--- src/rtl/vlat_pkg.sv ---
package vlat_pkg;

    typedef enum logic [0:0] {
        ST_READY  = 1'b0,
        ST_EXTEND = 1'b1
    } vlat_state_e;

endpackage

--- src/rtl/vlat_pg_unit.sv ---
module vlat_pg_unit #(
    parameter int WIDTH = 4
) (
    input  logic [WIDTH-1:0] opnd_x,
    input  logic [WIDTH-1:0] opnd_y,
    output logic [WIDTH-1:0] prop,
    output logic [WIDTH-1:0] gen
);

    // Per-bit propagate and generate terms
    for (genvar i = 0; i < WIDTH; i++) begin : g_bit
        assign prop[i] = opnd_x[i] ^ opnd_y[i];
        assign gen[i]  = opnd_x[i] & opnd_y[i];
    end

endmodule

--- src/rtl/vlat_slow_predict.sv ---
module vlat_slow_predict #(
    parameter int WIDTH = 4
) (
    input  logic [WIDTH-1:0] prop,
    input  logic             cin,
    output logic             slow_path
);

    // Running AND along the chain; the last stage says the carry crosses all bits
    logic [WIDTH:0] run_and;

    assign run_and[0] = cin;

    for (genvar i = 0; i < WIDTH; i++) begin : g_stage
        assign run_and[i+1] = run_and[i] & prop[i];
    end

    assign slow_path = run_and[WIDTH];

endmodule

--- src/rtl/vlat_ripple.sv ---
module vlat_ripple #(
    parameter int WIDTH = 4
) (
    input  logic [WIDTH-1:0] prop,
    input  logic [WIDTH-1:0] gen,
    input  logic             cin,
    output logic [WIDTH-1:0] sum,
    output logic             cout
);

    logic [WIDTH:0] carry;

    assign carry[0] = cin;

    for (genvar i = 0; i < WIDTH; i++) begin : g_cell
        assign carry[i+1] = gen[i] | (prop[i] & carry[i]);
        assign sum[i]     = prop[i] ^ carry[i];
    end

    assign cout = carry[WIDTH];

endmodule

--- src/rtl/vlat_adder.sv ---
module vlat_adder
    import vlat_pkg::*;
#(
    parameter int WIDTH = 4
) (
    input  logic             clk,
    input  logic             rst,
    input  logic             in_valid,
    input  logic [WIDTH-1:0] op_a,
    input  logic [WIDTH-1:0] op_b,
    input  logic             carry_in,
    output logic [WIDTH-1:0] sum_out,
    output logic             carry_out,
    output logic             out_valid,
    output logic             busy
);

    vlat_state_e state_q;
    vlat_state_e state_d;

    logic [WIDTH-1:0] held_a;
    logic [WIDTH-1:0] held_b;
    logic             held_c;

    logic [WIDTH-1:0] sel_a;
    logic [WIDTH-1:0] sel_b;
    logic             sel_c;

    logic [WIDTH-1:0] prop;
    logic [WIDTH-1:0] gen;
    logic             slow_path;
    logic [WIDTH-1:0] raw_sum;
    logic             raw_cout;
    logic             accept;

    // In the extra cycle the chain is fed from the stored operands
    assign sel_a = (state_q == ST_EXTEND) ? held_a : op_a;
    assign sel_b = (state_q == ST_EXTEND) ? held_b : op_b;
    assign sel_c = (state_q == ST_EXTEND) ? held_c : carry_in;

    assign accept = in_valid && (state_q == ST_READY);
    assign busy   = (state_q == ST_EXTEND);

    vlat_pg_unit #(.WIDTH(WIDTH)) u_pg (
        .opnd_x (sel_a),
        .opnd_y (sel_b),
        .prop   (prop),
        .gen    (gen)
    );

    vlat_slow_predict #(.WIDTH(WIDTH)) u_predict (
        .prop      (prop),
        .cin       (sel_c),
        .slow_path (slow_path)
    );

    vlat_ripple #(.WIDTH(WIDTH)) u_chain (
        .prop (prop),
        .gen  (gen),
        .cin  (sel_c),
        .sum  (raw_sum),
        .cout (raw_cout)
    );

    // Next-state decision
    always_comb begin
        state_d = state_q;
        unique case (state_q)
            ST_READY: begin
                if (accept && slow_path) begin
                    state_d = ST_EXTEND;
                end
            end
            ST_EXTEND: begin
                state_d = ST_READY;
            end
        endcase
    end

    // State register
    always_ff @(posedge clk) begin
        if (rst) begin
            state_q <= ST_READY;
        end else begin
            state_q <= state_d;
        end
    end

    // Result and operand registers
    always_ff @(posedge clk) begin
        if (rst) begin
            sum_out   <= '0;
            carry_out <= 1'b0;
            out_valid <= 1'b0;
            held_a    <= '0;
            held_b    <= '0;
            held_c    <= 1'b0;
        end else begin
            out_valid <= 1'b0;
            unique case (state_q)
                ST_READY: begin
                    if (accept && !slow_path) begin
                        sum_out   <= raw_sum;
                        carry_out <= raw_cout;
                        out_valid <= 1'b1;
                    end else if (accept) begin
                        held_a <= op_a;
                        held_b <= op_b;
                        held_c <= carry_in;
                    end
                end
                ST_EXTEND: begin
                    sum_out   <= raw_sum;
                    carry_out <= raw_cout;
                    out_valid <= 1'b1;
                end
            endcase
        end
    end

endmodule

--- config.mk ---
export PLATFORM = sky130hd
export DESIGN_NAME = vlat_adder
export DESIGN_NICKNAME = d
export VERILOG_FILES = /design/src/rtl/vlat_pkg.sv /design/src/rtl/vlat_pg_unit.sv /design/src/rtl/vlat_slow_predict.sv /design/src/rtl/vlat_ripple.sv /design/src/rtl/vlat_adder.sv
export SDC_FILE = /design/constraint.sdc
export NUM_CORES = 1
export LEC_CHECK = 0
export ABC_AREA = 1
export BUFFER_PORTS_ARGS = -buffer_cell sky130_fd_sc_hd__clkbuf_2
export CAP_MARGIN = 0
export CORE_MARGIN = 4
export CORE_UTILIZATION = 50
export CTS_BUF_LIST = sky130_fd_sc_hd__clkbuf_8
export DETAILED_ROUTE_END_ITERATION = 8
export GPL_TIMING_DRIVEN = 0
export MAX_ROUTING_LAYER = met4
export PLACE_DENSITY_LB_ADDON = 0.05
export SLEW_MARGIN = 10
export SYNTH_ARGS = -nofsm -noshare
export SYNTH_HDL_FRONTEND = slang
export SYNTH_HIERARCHICAL = 1
export SYNTH_SLANG_ARGS = --single-unit
--- constraint.sdc ---
create_clock -name clk -period 6.7 [get_ports clk]
set_clock_uncertainty 0.05 [all_clocks]
set_input_delay 0.335 -clock clk [delete_from_list [all_inputs] [get_ports clk]]
set_output_delay 0.335 -clock clk [all_outputs]
set_load 0.005 [all_outputs]
* Word level (Yosys, flattened, before mapping)
Cells that the tools add are included.
** Storage, ports and cells
- Output and inout bits :: 7
- Word-level logic and storage cells :: 49
- Flip-flop bits (word level) :: 16
** Operators by class
- Reductions and logical operators :: 5
- Bitwise logic cells :: 25
- Multiplexer cells :: 11
- Eq/ne operators :: 1
** Operators by type and width (number)
- 4-bit 2-to-1 mux :: 3
- 1-bit AND :: 11
- 4-bit case mux with 2 select lines :: 1
- 1-bit XOR :: 8
- 1-bit case mux with 2 select lines :: 3
- 1-bit 2-to-1 mux :: 4
- 1-bit OR :: 4
- 1-bit logical AND :: 3
- 3-bit AND reduction :: 1
- 2-bit by 1-bit != test with 1-bit output (second input constant) :: 1
- 1-bit inverter :: 2
- 1-bit logical NOT :: 1

* Logic depth before layout (Yosys ltp)
Gate-level depths: netlist of the first run.
- Word-level depth :: 12
- Depth in mapped cells :: 19
- Gate-level depth less buffers :: 18

* Hierarchy
The synthesis of the first run kept the hierarchy.
** By module, submodules not included
- vlat_adder :: area each 745.7 um^2, cells each 118, times used 1
- vlat_ripple :: area each 95.1 um^2, cells each 16, times used 1
- vlat_pg_unit :: area each 50.0 um^2, cells each 4, times used 1
- vlat_slow_predict :: area each 12.5 um^2, cells each 3, times used 1

* Worst setup path after synthesis of the first run
No wires, ideal clock.
- Path type :: register to register
- From :: reg state_q, in the netlist busy
- To :: reg sum_out[3]
- Path buffers :: 1
- Cell stages (with the launch flop) :: 18
- Path slack :: 4.362 ns
- Clock period less this slack :: 2.338 ns
- Library setup time :: 0.113 ns
- Arrival :: 2.175 ns
- Cells stage by stage :: dfxtp_1 inv_2 buf_2 nand2_1 o21ai_0 ha_1 ha_1 inv_1 nand2_1 ha_1 inv_1 nand2_1 ha_1 inv_1 nand2_1 ha_1 nor2_1 nor2_1
** Between the ends
- Cells in the longest elaborated chain, start to end :: 11
** RTL lines
- from (decl) :: line vlat_adder.sv:18 : vlat_state_e state_q;
- from (signal assigned) :: line vlat_adder.sv:85 : state_q <= state_d;
- 4-bit 2-to-1 mux (*) :: line vlat_adder.sv:38 : assign sel_b = (state_q == ST_EXTEND) ? held_b : op_b;
- net sel_b[0] :: line vlat_adder.sv:26 : logic [WIDTH-1:0] sel_b;
- 1-bit XOR (*) :: line vlat_pg_unit.sv:12 : assign prop[i] = opnd_x[i] ^ opnd_y[i];
- net prop[0] :: line vlat_adder.sv:29 : logic [WIDTH-1:0] prop;
- 1-bit AND (*) :: line vlat_ripple.sv:16 : assign carry[i+1] = gen[i] | (prop[i] & carry[i]);
- 1-bit OR (*) :: line vlat_ripple.sv:16
- 1-bit AND (*) :: line vlat_ripple.sv:16
- 1-bit OR (*) :: line vlat_ripple.sv:16
- 1-bit AND (*) :: line vlat_ripple.sv:16
- 1-bit OR (*) :: line vlat_ripple.sv:16
- 1-bit XOR (*) :: line vlat_ripple.sv:17 : assign sum[i] = prop[i] ^ carry[i];
- net raw_sum[3] :: line vlat_adder.sv:32 : logic [WIDTH-1:0] raw_sum;
- 4-bit 2-to-1 mux :: line vlat_adder.sv:102 : if (accept && !slow_path) begin
- 4-bit case mux with 2 select lines (*) :: line vlat_adder.sv:100 : unique case (state_q)
- to (signal assigned) :: line vlat_adder.sv:103 : sum_out <= raw_sum;
- to (signal assigned) :: line vlat_adder.sv:113 : sum_out <= raw_sum;
- to (decl) :: line vlat_adder.sv:12 : output logic [WIDTH-1:0] sum_out,
The timed path passes the listed nets; every way through them passes the cells marked *. The select of a mux whose other input is x is not followed.
A chain may end at the register's enable or synchronous reset.

* Worst setup path after layout of the first run
Ends and elaborated chain as after synthesis.

==> impl_metrics.json, run 1 <==
{
  "routed_wl_um": 1732,
  "worstMarginPinSlew_ns": 0.3203,
  "cts.clk_slew.worst_paths_ns": 0.06,
  "maxSlewViolCount": 0,
  "netlist_area_sq_um": 903.4,
  "seqPwrFrac": 0.489,
  "clk_path_buf_depth": 2,
  "crit_fanout": 10,
  "boundaryPins": 19,
  "grt_pass1_vias": 748,
  "fillers": 176,
  "cp-start-kind": "flip-flop",
  "cp_top_family": "adder cells",
  "insertedDiodeCount": 0,
  "die_area_sq_um": 2551,
  "root_buffer": "clkbuf_8",
  "dr_total_vias": 841,
  "ctsHoldBuffers": 0,
  "status": "completed",
  "die_height_um": 50.51,
  "ir_worst_vdd_v": 0.0001324,
  "grt_overflow": 0,
  "worstSkewPairLatency_ns": 0.25,
  "mostFrequentLayoutCell": "nand2_1",
  "synth_nets": 161,
  "max_cap_viol_count": 0,
  "critPathCaptureType": "flip-flop",
  "drc": 0,
  "wl_per_cell_um": 9.262,
  "min_period_ns": 2.496,
  "rsz0062_at_grt": "false",
  "slew_headroom": 0.7857,
  "cts_setup_buffers": 0,
  "place_area_sq_um": 1025,
  "p_per_area_nw_per_um2": 195.3,
  "max_stage_delay_ns": 0.33,
  "hp-class": "in -> reg",
  "multiInputGateArea_sq_um": 462.9,
  "num_rows": 15,
  "dp_hpwl_um": 1343,
  "cts_buffers": 3,
  "finalSetupViolCount": 0,
  "synth.distinct_cells": 11,
  "max_freq_mhz": 400.6,
  "intPower_uw": 155.9,
  "ys_seq_area_frac": 0.3546,
  "worstSetupPathType": "reg -> reg",
  "critPathBufInv": 5,
  "cts.sinks": 16,
  "firstDrtPassIters": 4,
  "core_area_sq_um": 1727,
  "seqCellArea_sq_um": 320.3,
  "fin_nets": 184,
  "drive_gt1_frac": 0.1667,
  "p_sw_frac": 0.2514,
  "netlist_instances": 141,
  "power_switching_uw": 52.34,
  "start_util": 0.5232,
  "slowest_stage": "dfxtp_1",
  "groute.usage.overall": 0.1671,
  "ys.warnings.count": 6,
  "p_leak_nw": 0.6191,
  "arrival_ns": 2.59,
  "period_share": 0.3726,
  "finalPower_uw": 208.2,
  "dr.first_iter.drc_count": 8,
  "drtAntennaViolNets": 0,
  "gp_congestion": 0.7821,
  "layout_common_cells": "43 x nand2_1, 29 x nor2_1, 24 x inv_1",
  "path_cells": "inv_2 > buf_2 > nand2_1 > o21ai_0 > ha_1 > ha_1 > inv_1 > nand2_1 > ha_1 > inv_1 > nand2_1 > ha_1 > inv_1 > nand2_1 > ha_1 > nor2_1 > nor2_1",
  "hold_viol": 0,
  "cts.htree.levels": 1,
  "setup_tns_ns": 0,
  "area_delta_synth_final_pct": 18.01,
  "cts_tree": "yes",
  "grt_antenna_before_repair": 0,
  "io_buffers": 18,
  "pwr-share-comb": 0.173,
  "cp.required_ns": 6.79,
  "cts-resized-gates": 0,
  "grt_pass1_wl_um": 3098,
  "vias_per_cell": 4.497,
  "grt_max_degree": 11,
  "ys_ff_latch": 16,
  "clkPwrFrac": 0.338,
  "synth_area_per_cell_sq_um": 6.407,
  "die_w_um": 50.51,
  "cpMostUsedCell": "ha_1",
  "stdcell_area_sq_um": 1066,
  "r2r_slack_ns": 4.20
}
[registers in the layout (all words and copies together) (netlist names)]
name       count
busy           1
carry_out      1
held_a         4
held_b         4
held_c         1
out_valid      1
sum_out        4
[metal layers]
layer | vias to the layer above | share of wire | GRT usage
li1 | 465 | - | -
met5 | - | 0 | -
met2 | 15 | 0.48 | 0.2652
met1 | 356 | 0.45 | 0.1956
met3 | 5 | 0.047 | 0.03561
met4 | 0 | 0.023 | 0.09417
[stage by stage]
step                setup slack, ns  std cells    util  hold WS [ns]
floorplan                     4.362        141       -        0.3574
global placement              4.212        184  0.5935        0.4106
detailed placement            4.191        184  0.5935        0.4373
CTS                           4.182        187  0.6174        0.2136
global route                  3.946        187  0.6174        0.2184
finish                        4.204        187  0.6174        0.2217
[cell families (layout without fill, tap and decap cells)]
logic type,after synthesis,in the layout,share of synthesized area
flip-flops,16,16,0.3546
adder cells (fa/ha/maj),8,8,0.1108
AO/OA/AOI/OAI,8,8,0.04432
buffers and inverters,29,50,0.1330
AND/OR/NAND/NOR,80,80,0.3573
[cell usage after synthesis]
cell	n	area (sq um)
nand3_4	1	17.52
buf_2	3	15.01
o21ai_0	8	40.04
ha_1	8	100.1
inv_2	1	3.750
nand3_1	7	35.03
dfxtp_1	16	320.3
inv_1	24	90.09
nor2_1	29	108.9
nand2_1	43	161.4
buf_6	1	11.26
[power groups by stage]
| stage | combinational [mW] | clock [mW] | sequential, mW |
|---|---|---|---|
| floorplan | 0.0233 | 0 | 0.104 |
| global placement | 0.0361 | 0 | 0.104 |
| detailed placement | 0.0367 | 0 | 0.104 |
| CTS | 0.0370 | 0.0747 | 0.102 |
| global route | 0.0430 | 0.0776 | 0.102 |
| finish | 0.0359 | 0.0704 | 0.102 |
[path summary, 6_finish.rpt]
path	startpoint	end	cells after the start
setup / recovery	busy	sum_out[3]	17
hold / removal	rst	out_valid	2
setup reg to reg	busy	sum_out[3]	17
hold reg to reg	held_a[0]	held_a[0]	2
[area by class of cell]
class	count	share of cell area
repair buffers	18	0.08451
plain buffers	4	0.02465
clock buffers	3	0.03873
flip-flops and latches	16	0.3005
well taps	25	0.02934
multi-input cells	96	0.4343
inverters	25	0.08803
[worst register-to-register path, cell delays in order (launching register included)]
cell and delay, ns:
dfxtp_1 0.33, inv_2 0.12, buf_2 0.24, nand2_1 0.06
o21ai_0 0.09, ha_1 0.27, ha_1 0.20, inv_1 0.05
nand2_1 0.05, ha_1 0.17, inv_1 0.05, nand2_1 0.05
ha_1 0.17, inv_1 0.05, nand2_1 0.05, ha_1 0.26
nor2_1 0.10, nor2_1 0.05
Note: power is estimated with default switching activity, not from simulation.
==> run 2: changes to the inputs <==
==> constraint.sdc (replaced) <==
create_clock -name clk -period 2.05 [get_ports clk]
set_clock_uncertainty 0.05 [all_clocks]
set_input_delay 0.1025 -clock clk [delete_from_list [all_inputs] [get_ports clk]]
set_output_delay 0.1025 -clock clk [all_outputs]
set_load 0.005 [all_outputs]
==> impl_metrics.json, run 2 (synthesized netlist as in run 1, its figures left out) <==
{
  "status": "complete, but fails checks",
  "violations": "negative setup slack",
  "grt_max_degree": 11,
  "finalSetupViolCount": 12,
  "drtAntennaViolNets": 0,
  "worst_slack_ns": -0.2182,
  "wl_per_cell_um": 10.54,
  "hp-class": "in -> reg",
  "max_freq_mhz": 440.9,
  "critPathCaptureType": "flip-flop",
  "die_area_sq_um": 2551,
  "p_leak_nw": 0.6771,
  "hold_viol": 0,
  "cts.clk_slew.worst_paths_ns": 0.06,
  "worstSkewPairLatency_ns": 0.24,
  "boundaryPins": 19,
  "max_cap_viol_count": 0,
  "min_period_ns": 2.268,
  "cp-start-kind": "flip-flop",
  "grt_overflow": 0,
  "drive_gt1_frac": 0.3448,
  "grt_antenna_before_repair": 0,
  "drc": 0,
  "start_util": 0.5232,
  "insertedDiodeCount": 0,
  "path_cells": "inv_4 > buf_6 > buf_4 > o21ai_0 > ha_1 > ha_2 > inv_2 > nand2_1 > ha_2 > inv_2 > nand2_2 > ha_4 > inv_2 > nand2_2 > nor2_2 > nor2_1",
  "cts.sinks": 16,
  "cts_tree": "yes",
  "cts.htree.levels": 1,
  "crit_fanout": 5,
  "worstMarginPinSlew_ns": 0.2540,
  "grt_pass1_wl_um": 3339,
  "io_buffers": 18,
  "ir_worst_vdd_v": 0.0004155,
  "firstDrtPassIters": 4,
  "p_per_area_nw_per_um2": 615.2,
  "layout_common_cells": "36 x nand2_1, 25 x nor2_1, 19 x inv_1",
  "dr_total_vias": 900,
  "grt_pass1_vias": 826,
  "maxSlewViolCount": 0,
  "max_stage_delay_ns": 0.35,
  "cts_buffers": 3,
  "worstSetupPathType": "reg -> reg",
  "fin_nets": 195,
  "die_height_um": 50.51,
  "groute.usage.overall": 0.1706,
  "cp.required_ns": 2.14,
  "area_delta_synth_final_pct": 39.47,
  "period_share": 1.106,
  "core_area_sq_um": 1727,
  "slew_headroom": 0.8289,
  "dp_hpwl_um": 1337,
  "vias_per_cell": 4.523,
  "top_regs": "held_a (4), held_b (4), sum_out (4)",
  "root_buffer": "clkbuf_8",
  "arrival_ns": 2.36,
  "finalPower_uw": 775.2,
  "mostFrequentLayoutCell": "nand2_1",
  "hold_ws_ns": 0.03034,
  "clk_path_buf_depth": 2,
  "gp_congestion": 0.8177,
  "rsz0062_at_grt": "true",
  "cpMostUsedCell": "inv_2",
  "num_rows": 15,
  "routed_wl_um": 2098,
  "setup_tns_ns": -0.6543,
  "die_w_um": 50.51,
  "slowest_stage": "dfxtp_2",
  "dr.first_iter.drc_count": 16
}
## run 2: cell count changes in the layout (fill, tap and decap cells not counted), moves of 4 or more
cell     before  now
buf_4         0    8
ha_1          8    4
inv_1        24   19
inv_2         1    5
nand2_1      43   36
nand2_2       0    5
nor2_1       29   25
## run 2: metal layers
layer  up-vias  global-route usage  wire length (um)
met1       392              0.2110               958
li1        492                   -                 -
met2        14              0.2957              1046
met3         2             0.02077                86
met5         -                   -                 0
met4         0             0.04036                 7
## run 2: final timing paths
kind	start	endpoint	slack, ns	cells past startpoint
min reg2reg	held_a[0]	held_a[0]	0.42	2
max reg2reg	busy	carry_out	-0.22	16
max	busy	carry_out	-0.22	16
min	op_a[0]	held_a[0]	0.03	3
## run 2: timing repair
item	in CTS	in global routing
buffers inserted	5	3
gates resized for setup	9	17
hold buffers	1	0
cloned	0	2
endpoints found under the setup margin	11	14
pin swaps	7	14
endpoints found under the hold margin	2	0
## run 2: stage by stage
stage                     instance area [sq um]  utilization  std cells  setup slack (ns)
after floorplan                           925.9            -        141           -0.1278
after global placement                     1047       0.6065        184           -0.2544
after detailed placement                   1047       0.6065        184           -0.2635
after CTS                                  1179       0.6826        194           -0.2024
after global routing                       1260       0.7297        199           -0.2625
final                                      1260       0.7297        199           -0.2182
## run 2: worst max-delay path: cells and delay by family (launching register included)
kind,cells,cell delay (ns)
AOI/OAI and AO/OA,1,0.23
and+or+nand+nor,5,0.24
DFF,1,0.35
buffers and inverters,6,0.44
adders and majority gates,4,0.84
## run 2: final cells by class
cell class,count,area (sq um)
plain buffers,4,38.79
clock buffers,4,55.05
fillers,137,466.7
inverters,25,96.34
multi-input cells,97,545.5
flip-flops and latches,16,321.6
well taps,25,31.28
repair buffers,28,171.4
## run 2: power breakdown
group	switching (mW)	internal (mW)	leakage (nW)
logic	0.0899	0.0757	0.517
clock network	0.107	0.170	0.0288
registers	0.00589	0.327	0.131
==> run 3: changes to the inputs <==
--- a/config.mk
+++ b/config.mk
@@ -6,7 +6,7 @@
 export NUM_CORES = 1
 export LEC_CHECK = 0
 export ABC_AREA = 1
-export BUFFER_PORTS_ARGS = -buffer_cell sky130_fd_sc_hd__clkbuf_2
+export BUFFER_PORTS_ARGS = -buffer_cell sky130_fd_sc_hd__buf_2
 export CAP_MARGIN = 0
 export CORE_MARGIN = 4
 export CORE_UTILIZATION = 50
==> constraint.sdc (replaced) <==
create_clock -name clk -period 2.1 [get_ports clk]
set_clock_uncertainty 0.05 [all_clocks]
set_input_delay 0.105 -clock clk [delete_from_list [all_inputs] [get_ports clk]]
set_output_delay 0.105 -clock clk [all_outputs]
set_load 0.005 [all_outputs]
==> impl_metrics.json, run 3 (synthesized netlist as in run 1, its figures left out) <==
{
  "status": "complete, but fails checks",
  "violations": "negative setup slack",
  "worstSkewPairLatency_ns": 0.24,
  "cts.htree.levels": 1,
  "boundaryPins": 19,
  "insertedDiodeCount": 0,
  "dp_cells": 184,
  "dr.first_iter.drc_count": 14,
  "wl_per_cell_um": 11.04,
  "hp-class": "in -> reg",
  "grt_overflow": 0,
  "place_area_sq_um": 1047,
  "p_sw_frac": 0.2620,
  "critPathCaptureType": "flip-flop",
  "cp.required_ns": 2.19,
  "max_freq_mhz": 435.3,
  "rsz0062_at_grt": "true",
  "fillers": 137,
  "slowest_stage": "dfxtp_2",
  "maxSlewViolCount": 0,
  "grt_antenna_before_repair": 0,
  "fin_nets": 194,
  "grt_max_degree": 11,
  "drtAntennaViolNets": 0,
  "seqPwrFrac": 0.429,
  "mostFrequentLayoutCell": "nand2_1",
  "groute.usage.overall": 0.1815,
  "max_stage_delay_ns": 0.36,
  "layout_common_cells": "36 x nand2_1, 26 x nor2_1, 20 x inv_1",
  "core_area_sq_um": 1727,
  "grt_pass1_wl_um": 3470,
  "period_share": 1.094,
  "hold_ws_ns": 0.02681,
  "cts_tree": "yes",
  "seqCellArea_sq_um": 321.6,
  "cts.sinks": 16,
  "grt_pass1_vias": 846,
  "root_buffer": "clkbuf_8",
  "start_util": 0.5232,
  "die_w_um": 50.51,
  "clkPwrFrac": 0.360,
  "pwr-share-comb": 0.210,
  "hold_viol": 0,
  "cp_top_family": "adder cells",
  "ir_worst_vdd_v": 0.0004232,
  "r2r_slack_ns": -0.20,
  "clk_path_buf_depth": 2,
  "area_delta_synth_final_pct": 37.95,
  "power_switching_uw": 197.9,
  "crit_fanout": 4,
  "drc": 0,
  "die_area_sq_um": 2551,
  "drive_gt1_frac": 0.3237,
  "firstDrtPassIters": 4,
  "worstMarginPinSlew_ns": 0.2094,
  "slew_headroom": 0.8590,
  "vias_per_cell": 4.717,
  "p_leak_nw": 0.6799,
  "critPathBufInv": 6,
  "intPower_uw": 557.4,
  "num_rows": 15,
  "dr_total_vias": 934,
  "worst_slack_ns": -0.1973,
  "top_regs": "held_a (4), held_b (4), sum_out (4)",
  "die_height_um": 50.51,
  "routed_wl_um": 2185,
  "gp_congestion": 0.8256,
  "finalNonFillerCells": 198,
  "io_buffers": 18,
  "worstSetupPathType": "reg -> reg",
  "max_cap_viol_count": 0,
  "final_core_util": 0.7217,
  "cts.clk_slew.worst_paths_ns": 0.06,
  "cp-start-kind": "flip-flop",
  "finalSetupViolCount": 11,
  "path_cells": "inv_4 > buf_6 > nand2_2 > o21ai_1 > ha_1 > ha_2 > inv_2 > nand2_2 > ha_4 > inv_2 > nand2_1 > ha_2 > inv_2 > nand2_2 > ha_4 > inv_2 > nand2_2 > nor2_2 > nor2_1",
  "stdcell_area_sq_um": 1246,
  "cts_buffers": 3,
  "arrival_ns": 2.39,
  "min_period_ns": 2.297,
  "dp_hpwl_um": 1336,
  "p_per_area_nw_per_um2": 606.1,
  "multiInputGateArea_sq_um": 523.0
}
-- run 3: power groups by stage --
stage | sequential, mW | combinational (mW) | clock (mW)
detailed placement | 0.331 | 0.121 | 0
finish | 0.324 | 0.159 | 0.272
CTS | 0.325 | 0.129 | 0.278
floorplan | 0.333 | 0.0766 | 0
global placement | 0.330 | 0.119 | 0
global route | 0.326 | 0.179 | 0.294
-- run 3: worst min-delay path, cell delays in order --
cell	delay (ns)
buf_2	0.09
nand2_1	0.05
nand2_1	0.05
-- run 3: stage by stage --
stage | power [mW] | TNS, ns | setup WS [ns]
global route | 0.7998 | -1.843 | -0.3046
floorplan | 0.4094 | -0.1408 | -0.07781
global placement | 0.4496 | -0.3913 | -0.2020
finish | 0.7554 | -0.6428 | -0.1973
CTS | 0.7312 | -0.2837 | -0.1570
detailed placement | 0.4522 | -0.3961 | -0.1987
-- run 3: layer usage --
layer	share of wire	up-vias	track usage
met5	0	-	-
met2	0.50	24	0.3043
met1	0.45	424	0.2073
met4	0.0064	0	0.07623
li1	-	484	-
met3	0.044	2	0.04154
-- run 3: worst paths after layout --
check	start	endpoint	depth (start not counted)
worst max-delay path	busy	carry_out	19
worst min-delay path	op_a[0]	held_a[0]	3
worst max register to register	busy	carry_out	19
worst min register to register	held_a[0]	held_a[0]	2
-- run 3: repair_timing --
action | 4_1_cts | 5_1_grt
hold endpoints to repair | 1 | 0
setup endpoints to repair | 2 | 14
setup buffers | 5 | 4
pin swaps | 2 | 11
gates resized for setup | 5 | 14
hold buffers | 1 | 0
-- run 3: final cells by class --
type                            instances  share of cell area
Buffer                                  4             0.03112
Clock buffer                            4             0.04418
Inverter                               25             0.07731
Multi-Input combinational cell         96              0.4197
Sequential cell                        16              0.2580
Tap cell                               25             0.02510
Timing Repair Buffer                   28              0.1446
